`src/rtl/ioPagerPkg.sv`:
```
package ioPagerPkg;
  typedef struct packed {
    logic load;    // request accepted this cycle
    logic setup;   // address setup cycle
    logic strobe;  // strobe phase cycle
    logic last;    // final strobe cycle
  } pagerCtrlT;

  typedef enum logic [1:0] {
    MODE_CS = 2'd0,
    MODE_WR = 2'd1,
    MODE_RD = 2'd2,
    MODE_RW = 2'd3
  } pinModeT;
endpackage

```
`src/rtl/ioPagerCtrl.sv`:
```
module ioPagerCtrl
  import ioPagerPkg::*;
#(
  parameter int WAIT_W = 3
) (
  input  logic              clk,
  input  logic              rstN,
  input  logic              reqStart,
  input  logic [WAIT_W-1:0] selWait,
  output logic              busy,
  output pagerCtrlT         ctrl
);
  typedef enum logic [1:0] {S_IDLE, S_SETUP, S_STROBE} stateT;
  stateT             state;
  logic [WAIT_W-1:0] waitCnt;

  always_ff @(posedge clk) begin
    if (!rstN) begin
      state   <= S_IDLE;
      waitCnt <= '0;
    end else begin
      unique case (state)
        S_IDLE:   if (reqStart) state <= S_SETUP;
        S_SETUP: begin
          state   <= S_STROBE;
          waitCnt <= selWait;
        end
        S_STROBE: begin
          if (waitCnt == '0) state <= S_IDLE;
          else waitCnt <= waitCnt - 1'b1;
        end
        default:  state <= S_IDLE;
      endcase
    end
  end

  always_comb begin
    ctrl.load   = (state == S_IDLE) && reqStart;
    ctrl.setup  = (state == S_SETUP);
    ctrl.strobe = (state == S_STROBE);
    ctrl.last   = (state == S_STROBE) && (waitCnt == '0);
    busy        = (state != S_IDLE);
  end


  start_only_chk: assert property (@(posedge clk) disable iff (!rstN)
    $rose(busy) |-> $past(reqStart));

  setup_then_strobe_chk: assert property (@(posedge clk) disable iff (!rstN)
    ctrl.setup |=> ctrl.strobe);
endmodule

```
`src/rtl/ioPagerDatapath.sv`:
```
module ioPagerDatapath
  import ioPagerPkg::*;
#(
  parameter int PAGES  = 8,
  parameter int ADDR_W = 16,
  parameter int DATA_W = 8,
  parameter int WAIT_W = 3,
  localparam int PAGE_BITS = $clog2(PAGES),
  localparam int OFFS_W    = ADDR_W - PAGE_BITS,
  localparam int CTRL_W    = WAIT_W + 4,
  localparam int CFG_AW    = PAGE_BITS + 1
) (
  input  logic              clk,
  input  logic              rstN,
  input  pagerCtrlT         ctrl,
  input  logic              reqWrite,
  input  logic [ADDR_W-1:0] reqAddr,
  input  logic [DATA_W-1:0] reqWdata,
  input  logic              cfgWe,
  input  logic [CFG_AW-1:0] cfgAddr,
  input  logic [DATA_W-1:0] cfgWdata,
  input  logic [DATA_W-1:0] extDataIn,
  output logic [WAIT_W-1:0] selWait,
  output logic [DATA_W-1:0] rdData,
  output logic              rdValid,
  output logic [OFFS_W-1:0] extAddr,
  output logic [DATA_W-1:0] extDataOut,
  output logic              extDataOe,
  output logic              ioRdN,
  output logic              ioWrN,
  output logic              bufEnN,
  output logic [PAGES-1:0]  pinOut,
  output logic [PAGES-1:0]  pinOe
);
  localparam int WE_BIT  = WAIT_W + 2;
  localparam int POL_BIT = WAIT_W + 3;

  logic [PAGES-1:0]     fnReg, dirReg, outReg;
  logic [CTRL_W-1:0]    ctlReg [PAGES];
  logic [PAGE_BITS-1:0] pageQ;
  logic                 isWrQ;
  logic                 active, selWe;

  always_ff @(posedge clk) begin
    if (!rstN) begin
      fnReg  <= '0;
      dirReg <= '0;
      outReg <= '0;
      for (int i = 0; i < PAGES; i++) ctlReg[i] <= '0;
    end else if (cfgWe) begin
      if (cfgAddr[CFG_AW-1]) ctlReg[cfgAddr[PAGE_BITS-1:0]] <= cfgWdata[CTRL_W-1:0];
      else begin
        case (cfgAddr[PAGE_BITS-1:0])
          PAGE_BITS'(0): fnReg  <= cfgWdata[PAGES-1:0];
          PAGE_BITS'(1): dirReg <= cfgWdata[PAGES-1:0];
          PAGE_BITS'(2): outReg <= cfgWdata[PAGES-1:0];
          default: ;
        endcase
      end
    end
  end

  always_ff @(posedge clk) begin
    if (!rstN) begin
      pageQ      <= '0;
      extAddr    <= '0;
      extDataOut <= '0;
      isWrQ      <= 1'b0;
      rdData     <= '0;
      rdValid    <= 1'b0;
    end else begin
      if (ctrl.load) begin
        pageQ      <= reqAddr[ADDR_W-1:OFFS_W];
        extAddr    <= reqAddr[OFFS_W-1:0];
        extDataOut <= reqWdata;
        isWrQ      <= reqWrite;
      end
      rdValid <= ctrl.last && !isWrQ;
      if (ctrl.last && !isWrQ) rdData <= extDataIn;
    end
  end

  always_comb begin
    active    = ctrl.setup || ctrl.strobe;
    selWait   = ctlReg[pageQ][WAIT_W+1:2];
    selWe     = ctlReg[pageQ][WE_BIT];
    ioRdN     = !(ctrl.strobe && !isWrQ);
    ioWrN     = !(ctrl.strobe && isWrQ && selWe);
    bufEnN    = !ctrl.strobe;
    extDataOe = active && isWrQ;
    pinOe     = dirReg;
  end

  for (genvar g = 0; g < PAGES; g++) begin : gPin
    pinModeT modeG;
    logic    pulseG, hitG;
    assign modeG = pinModeT'(ctlReg[g][1:0]);
    always_comb begin
      unique case (modeG)
        MODE_CS: pulseG = active;
        MODE_WR: pulseG = ctrl.strobe && isWrQ && ctlReg[g][WE_BIT];
        MODE_RD: pulseG = ctrl.strobe && !isWrQ;
        MODE_RW: pulseG = ctrl.strobe && (isWrQ ? ctlReg[g][WE_BIT] : 1'b1);
        default: pulseG = 1'b0;
      endcase
      hitG = pulseG && (pageQ == PAGE_BITS'(g));
    end
    assign pinOut[g] = fnReg[g] ? (ctlReg[g][POL_BIT] ? hitG : !hitG) : outReg[g];
  end


  no_rdwr_overlap_chk: assert property (@(posedge clk) disable iff (!rstN)
    !(!ioRdN && !ioWrN));

  wr_gate_chk: assert property (@(posedge clk) disable iff (!rstN)
    !ioWrN |-> selWe);

  setup_first_chk: assert property (@(posedge clk) disable iff (!rstN)
    $fell(bufEnN) |-> $past(ctrl.setup));

  addr_hold_chk: assert property (@(posedge clk) disable iff (!rstN)
    (active && $past(active)) |-> $stable(extAddr));
endmodule

```
`src/rtl/pagedIoStrobe.sv`:
```
module pagedIoStrobe
  import ioPagerPkg::*;
#(
  parameter int PAGES  = 8,
  parameter int ADDR_W = 16,
  parameter int DATA_W = 8,
  parameter int WAIT_W = 3,
  localparam int PAGE_BITS = $clog2(PAGES),
  localparam int OFFS_W    = ADDR_W - PAGE_BITS,
  localparam int CFG_AW    = PAGE_BITS + 1
) (
  input  logic              clk,
  input  logic              rstN,
  input  logic              reqStart,
  input  logic              reqWrite,
  input  logic [ADDR_W-1:0] reqAddr,
  input  logic [DATA_W-1:0] reqWdata,
  output logic              busy,
  output logic [DATA_W-1:0] rdData,
  output logic              rdValid,
  input  logic              cfgWe,
  input  logic [CFG_AW-1:0] cfgAddr,
  input  logic [DATA_W-1:0] cfgWdata,
  output logic [OFFS_W-1:0] extAddr,
  output logic [DATA_W-1:0] extDataOut,
  output logic              extDataOe,
  input  logic [DATA_W-1:0] extDataIn,
  output logic              ioRdN,
  output logic              ioWrN,
  output logic              bufEnN,
  output logic [PAGES-1:0]  pinOut,
  output logic [PAGES-1:0]  pinOe
);
  pagerCtrlT         ctrl;
  logic [WAIT_W-1:0] selWait;

  ioPagerCtrl #(.WAIT_W(WAIT_W)) u_ctrl (
    .clk(clk), .rstN(rstN), .reqStart(reqStart), .selWait(selWait),
    .busy(busy), .ctrl(ctrl)
  );

  ioPagerDatapath #(.PAGES(PAGES), .ADDR_W(ADDR_W), .DATA_W(DATA_W), .WAIT_W(WAIT_W)) u_dp (
    .clk(clk), .rstN(rstN), .ctrl(ctrl),
    .reqWrite(reqWrite), .reqAddr(reqAddr), .reqWdata(reqWdata),
    .cfgWe(cfgWe), .cfgAddr(cfgAddr), .cfgWdata(cfgWdata),
    .extDataIn(extDataIn), .selWait(selWait),
    .rdData(rdData), .rdValid(rdValid),
    .extAddr(extAddr), .extDataOut(extDataOut), .extDataOe(extDataOe),
    .ioRdN(ioRdN), .ioWrN(ioWrN), .bufEnN(bufEnN),
    .pinOut(pinOut), .pinOe(pinOe)
  );
endmodule

```
`config.mk`:
```
export PLATFORM = sky130hd
export DESIGN_NAME = pagedIoStrobe
export DESIGN_NICKNAME = d
export VERILOG_FILES = /design/src/rtl/ioPagerPkg.sv /design/src/rtl/ioPagerCtrl.sv /design/src/rtl/ioPagerDatapath.sv /design/src/rtl/pagedIoStrobe.sv
export SDC_FILE = /design/constraint.sdc
export NUM_CORES = 1
export LEC_CHECK = 0
export BUFFER_PORTS_ARGS = -buffer_cell sky130_fd_sc_hd__buf_2
export CAP_MARGIN = 15
export CORE_AREA = 2 2 100 102
export DETAILED_ROUTE_END_ITERATION = 6
export DIE_AREA = 0 0 102 104
export PLACE_DENSITY = 0.84
export SLEW_MARGIN = 40
export SYNTH_ARGS = -nofsm -noshare
export SYNTH_HDL_FRONTEND = slang
export SYNTH_SLANG_ARGS = --single-unit
```
`constraint.sdc`:
```
create_clock -name clk -period 5.3 [get_ports clk]
set_input_delay 0.53 -clock clk [delete_from_list [all_inputs] [get_ports clk]]
set_output_delay 0.53 -clock clk [all_outputs]
set_load 0.01 [all_outputs]
```
# ---- Word level (Yosys, flattened, before mapping)
# Memory sizes are Yosys's and may differ from the RTL's. A register that Yosys moved wholly into a read port is not among the register bits.
# Index checks and enable logic that the tools add are counted.
dict set report totals {
  reg_bits 63
  latchBits 0
  ram_bits 56
  mem_bits_ro 0
  inputBits 49
  out_inout_bits 51
  wordCells 163
  n_memories 1
}
dict set report op_classes {
  n_addsub 1
  mul 0
  div_mod_pow 0
  magnitude_cmp 0
  n_eq_ne 38
  shifts 0
  muxes 47
  bitwise 1
  n_reduce_logical 64
}
# name words width read_ports rd_clocked_by_memory_dff wr line_no
set memory_table {}
lappend memory_table {u_dp.ctlReg 8 7 9 1 8 ioPagerDatapath.sv:39} ;# logic [CTRL_W-1:0] ctlReg [PAGES];
# op count
set ops {}
lappend ops {{$eq A2 B2 Y1 const B} 17}
lappend ops {{$pmux W1 S4} 8}
lappend ops {{$logic_and A1 B1 Y1} 31}
lappend ops {{$mux W1} 30}
lappend ops {{$eq A2 B1 Y1 const B} 9}
lappend ops {{$logic_not A2 Y1} 9}
lappend ops {{$eq A3 B3 Y1 const B} 4}
lappend ops {{$logic_not A1 Y1} 12}
lappend ops {{$mux W3} 4}
lappend ops {{$eq A3 B2 Y1 const B} 3}
lappend ops {{$logic_not A3 Y1} 3}
lappend ops {{$reduce_and A3 Y1} 3}
lappend ops {{$mux W7} 1}
lappend ops {{$reduce_or A7 Y1} 1}
lappend ops {{$eq A3 B1 Y1 const B} 2}
lappend ops {{$ne A2 B2 Y1 const B} 3}
lappend ops {{$pmux W2 S3} 1}
lappend ops {{$pmux W3 S2} 1}
lappend ops {{$mux W2} 2}
lappend ops {{$reduce_and A2 Y1} 2}
lappend ops {{$reduce_bool A2 Y1} 2}
lappend ops {{$sub A3 B1 Y3 const B} 1}
lappend ops {{$logic_or A1 B1 Y1} 1}
lappend ops {{$not A1 Y1} 1}

# ---- Longest topological paths before layout
dict set report logic_depth {
  ltp_word 8
  ltp_mapped 8
  ltp_nobuf 6
}

# ---- Cells and area by module
# Synthesis repeated with hierarchy kept, for this count alone.
dict set report hier_totals {
  hier_cells 482
  area_unflattened_um2 5489.0
}
# mod instances cells_per_inst area_per_inst_um2 seq_area_each_um2
set by_module_without_submodules {}
lappend by_module_without_submodules {ioPagerDatapath 1 446 5181.2 2902.8}
lappend by_module_without_submodules {ioPagerCtrl 1 36 307.8 100.1}

# ---- Worst setup path before layout
# No wires, ideal clock.
dict set report synth_path {
  path_kind {register to output}
  startpoint {register u_ctrl.state[0]}
  endpoint {output port pinOut[4]}
  arrival_ns 1.738
  required_time_ns 4.770
  setup_slack_ns 3.032
  stages_incl_launch_ff 8
  n_path_buf 1
  path_cell_list {dfxtp_1 > inv_1 > ha_1 > clkbuf_1 > nor2b_1 > nor3_1 > o31a_1 > o31ai_1}
}
dict set report synth_via {
  elab_chain_cells 8
  word_cells_on_any_way 12
  classes_between {eq/ne (2); mux (3); reduce/logical (7)}
}
# item line_no
set synth_lines {}
lappend synth_lines {{start, declared} ioPagerCtrl.sv:14} ;# stateT state;
lappend synth_lines {{start signal, assigned} ioPagerCtrl.sv:19} ;# state <= S_IDLE;
lappend synth_lines {{start signal, assigned} ioPagerCtrl.sv:23} ;# S_IDLE: if (reqStart) state <= S_SETUP;
lappend synth_lines {{start signal, assigned} ioPagerCtrl.sv:25} ;# state <= S_STROBE;
lappend synth_lines {{$eq A2 B2 Y1} ioPagerCtrl.sv:40} ;# ctrl.strobe = (state == S_STROBE);
lappend synth_lines {{$logic_and A1 B1 Y1 (2 in a row)} ioPagerDatapath.sv:101} ;# MODE_WR: pulseG = ctrl.strobe && isWrQ && ctlReg[g][WE_BIT];
lappend synth_lines {{$pmux W1 S4 (*)} ioPagerDatapath.sv:99} ;# unique case (modeG)
lappend synth_lines {{$logic_and A1 B1 Y1 (*)} ioPagerDatapath.sv:106} ;# hitG = pulseG && (pageQ == PAGE_BITS'(g));
lappend synth_lines {{$logic_not A1 Y1} ioPagerDatapath.sv:108} ;# assign pinOut[g] = fnReg[g] ? (ctlReg[g][POL_BIT] ? hitG : !hitG) : outReg[g];
lappend synth_lines {{$mux W1 (*) (2 in a row)} ioPagerDatapath.sv:108}
lappend synth_lines {{end, declared} pagedIoStrobe.sv:31} ;# output logic [PAGES-1:0] pinOut,
# Mark *: on every way between the ends. The rest lies on a longest branch, timed or not.

# ---- Final worst setup path
dict set report layout_path {
  startpoint {register u_ctrl.state[0]}
  endpoint {output port pinOut[1]}
}
# The elaborated chain is that of the path after synthesis.

==> reports/qor.csv <==
stage,metric,value,unit
timing,drv_slew,0,
yosys,synth_fa_ha_area_share,1.34,%
placement,io_buffer_count,99,
yosys,synth_simple_gate_area_share,24.4,%
flow_run,max-cap-violations,0,
detailed_routing,final_antenna_net_count,0,
cts,cts.sinks,122,
placement,routabilityCongestion,0.872,
detailed_routing,post_drt_wl_per_cell,17.0,microns
global_routing,grt_pass1_wl,21200,microns
critical_path,required,4.77,ns
critical_path,rr_startpoint,u_ctrl.state[0],
yosys,ys_ff_latch,122,
cts,holdBufCountCts,0,
timing,period_share,67.2,%
floorplanning,initial_core_util,58.9,%
timing,tns,0,ns
yosys,yosysTopAreaCellShare,29.9,%
min_path,hp-class,in2reg,
yosys,synthCells,544,
yosys,muxShareOfSynthArea,6.46,%
critical_path,cp_slowest_cell,ha_2,
yosys,synth_top_family_by_area,simple AND/OR/NAND/NOR gates,
critical_path,crit_chain,inv_1 -> ha_2 -> nand2b_1 -> a311o_1 -> or3_1 -> a31o_1 -> buf_2,
yosys,yosys.area_share.xor_xnor,0.156,%
finish,antenna_cells,0,
global_routing,antenna_found_initial,0,
cts,cts_buffers,17,
yosys,synth_area_leaders,"edfxtp_1 30%, dfxtp_1 24%, and2_1 6.6%, a21boi_0 5.6%, nand2_1 5.5%",
cts,clk_path_buf_depth,2,
pwr,p_total,2.65,mW
detailed_routing,drc,0,
detailed_routing,routed_wl,13200,microns
detailed_routing,first_pass_iters,5,
yosys,synth-compound-area-share,11.0,%
detailed_routing,vias,4374,
timing,worst_pin_slew,0.817,ns
yosys,syn-mean-instance-area,10.3,sq um
timing,maxSlewHeadroom,45.4,%
cts,root_buffer,clkbuf_8,
global_routing,gr-total-overflow,0,
timing,finalHoldViolCount,0,
min_path,hold_end,u_dp.extDataOut[1],
yosys,yosysSeqAreaShare,53.4,%
pwr,p_leak,2.73,nW
floorplanning,coreArea,9550,sq um
floorplanning,die_width,102,microns
global_routing,grt_max_degree,76,
critical_path,crit_fanout,24,
cts,worstSkewPairLatency,0.51,ns
yosys,yosys.area.top_type,edfxtp_1,
floorplanning,die_h,104,microns
global_routing,grt_pass1_vias,4327,
critical_path,reg2regPathDepth,6,
critical_path,path_delay_family,simple AND/OR/NAND/NOR gates,
pwr,pwr_density_cell,392,nW/um^2
timing,min_period,3.56,ns
timing,rsz0062_at_grt,no,
finish,fin_nets,683,
finish,area_growth,20.3,%
yosys,synth.distinct_cells,45,
placement,dp_hpwl,8680,microns
min_path,hold_start,reqWdata[1],
status,status,completed,
cts,cts_tree,built,
cts,post-cts-setup-buffers,0,
floorplanning,rows,36,
yosys,yosysWarnings,0,
critical_path,cp-start-kind,flop,
critical_path,path_class,reg2out,
critical_path,end_kind,output port,
critical_path,max_stage_delay,0.51,ns
detailed_routing,via_per_inst,5.65,
floorplanning,ioPinCount,100,
detailed_routing,drt_iter0_markers,285,
timing,skew,0.00744,ns
timing,max_freq,281,MHz
timing,setup_viol,0,
yosys,synthesis.nets,599,
critical_path,rr_endpoint,u_dp.rdData[4],
global_routing,grt_util_all_layers,26.1,%
cts,cts_resized,0,
floorplanning,dieArea,10600,sq um
cts,htreeDepth,4,
critical_path,crit_buf_inv,2,
critical_path,arrival,3.03,ns
min_path,hold_depth,3,
critical_path,critPathLaunch,u_ctrl.state[0],
cts,path_clk_slew,0.06,ns
critical_path,r2r_slack,2.92,ns
pwr,irDropWorstVdd,0.242,mV
yosys,synth_area,5620,sq um
finish,drive_above_1_share,23.4,%
## sequential cells by signal, summed over array words and instances, names as in the netlist, named ones only
| signal | cells |
|---|---|
| u_dp.ctlReg | 56 |
| u_dp.fnReg | 8 |
| u_ctrl.state | 2 |
| u_dp.extAddr | 13 |
| u_ctrl.waitCnt | 3 |
| u_dp.pinOe | 8 |
| u_dp.extDataOut | 8 |
| u_dp.rdValid | 1 |
| u_dp.pageQ | 3 |
| u_dp.isWrQ | 1 |
| u_dp.outReg | 8 |
| u_dp.rdData | 8 |
## worst min-delay path: cells and delay by family
kind | cells | cell delay (ns)
AO/OA/AOI/OAI | 1 | 0.06
buffers and inverters | 1 | 0.09
AND/OR/NAND/NOR | 1 | 0.04
## cells in the final DEF (no fill, tap or decap), drive strengths merged, types with 3 or more instances in the layout
master	count
nor4	3
a21boi	42
nor2b	33
nand2b	13
and2	59
mux2	6
mux2i	25
o21ai	14
a22o	3
and4	7
ha	6
edfxtp	56
nand3b	3
dfxtp	66
or3	6
buf	100
a311o	3
nand3	19
clkbuf	24
nand2	83
a31o	7
o22ai	4
clkinv	5
inv	10
nor2	11
nor3	10
## stage by stage
step / worst slack, ns / hold slack [ns] / instance area, sq um / instances / util (%)
finish: 1.74 / 0.268 / 6760 / 774 / 70.8
detailed placement: 2.03 / 0.455 / 6140 / 742 / 64.3
CTS: 1.40 / 0.246 / 6760 / 774 / 70.8
global route: 1.56 / 0.253 / 6760 / 774 / 70.8
global placement: 2.19 / 0.450 / 6140 / 742 / 64.3
floorplan: 3.03 / 0.443 / 5620 / 544 / -
## power by group
group / switching [mW] / internal (mW)
sequential: 0.0567 / 1.05
clock: 0.415 / 0.752
combinational: 0.223 / 0.147
total: 0.695 / 1.95
## Yosys cell counts
library cell  number
o311ai_0           1
a211o_1            1
xnor2_1            1
clkbuf_1          27
a2111oi_0          2
o21ai_0           14
mux2i_1           25
nand2b_1          13
nand3_1           16
buf_1              1
o31a_1             1
nor3b_2            1
a311oi_1           2
nor2_1            11
a21boi_0          42
or3b_2             1
nor2b_1           33
a22o_1             3
mux4_2             2
dfxtp_1           66
or3_1              6
ha_1               6
a31oi_1            2
nand4b_1           2
buf_6              1
and3_1             2
nor3_1            10
nand3b_1           3
inv_1              8
a311o_1            3
nand4_1            2
buf_4              1
and2_1            59
o22ai_1            4
nor4_1             3
a31o_1             3
nand3_2            3
buf_2              5
a31o_2             4
mux2_2             6
edfxtp_1          56
and4_1             7
a2bb2oi_1          1
o31ai_1            1
nand2_1           83
## how the worst max path moves through the flow
stage / end / slack [ns] / cells past startpoint
4_1_cts: pinOut[1] / 1.40 / 7
2_1_floorplan: pinOut[4] / 3.03 / 7
3_5_place_dp: pinOut[2] / 2.03 / 7
6_report: pinOut[1] / 1.74 / 7
3_3_place_gp: pinOut[1] / 2.19 / 7
5_1_grt: pinOut[1] / 1.56 / 7
## routing by layer
layer | vias to the layer above | global-route usage (%) | wire length, microns | part of all wire (%)
met5 | - | 0 | 0 | 0
met4 | 0 | 11.5 | 344 | 2.6
met3 | 35 | 6.45 | 913 | 6.9
met2 | 196 | 43.9 | 6570 | 50
met1 | 2074 | 31.3 | 5360 | 41
li1 | 2069 | - | - | -
## cells by family (layout without fill, tap and decap cells)
| kind of cell | after synthesis | after routing |
|---|---|---|
| fa+ha+maj | 6 | 6 |
| simple gates | 255 | 255 |
| compound gates | 84 | 84 |
| xor+xnor | 1 | 1 |
| flops | 122 | 122 |
| mux | 33 | 33 |
| buf+inv | 43 | 140 |
## final cells by class
type / count / area (sq um)
Multi-Input combinational cell: 379 / 2440
Clock inverter: 8 / 75.1
Timing Repair Buffer: 100 / 505
Sequential cell: 122 / 3000
Inverter: 8 / 30.0
Clock buffer: 24 / 539
Tap cell: 133 / 166
Fill cell: 686 / 2790
(Power assumes the default switching activity.)
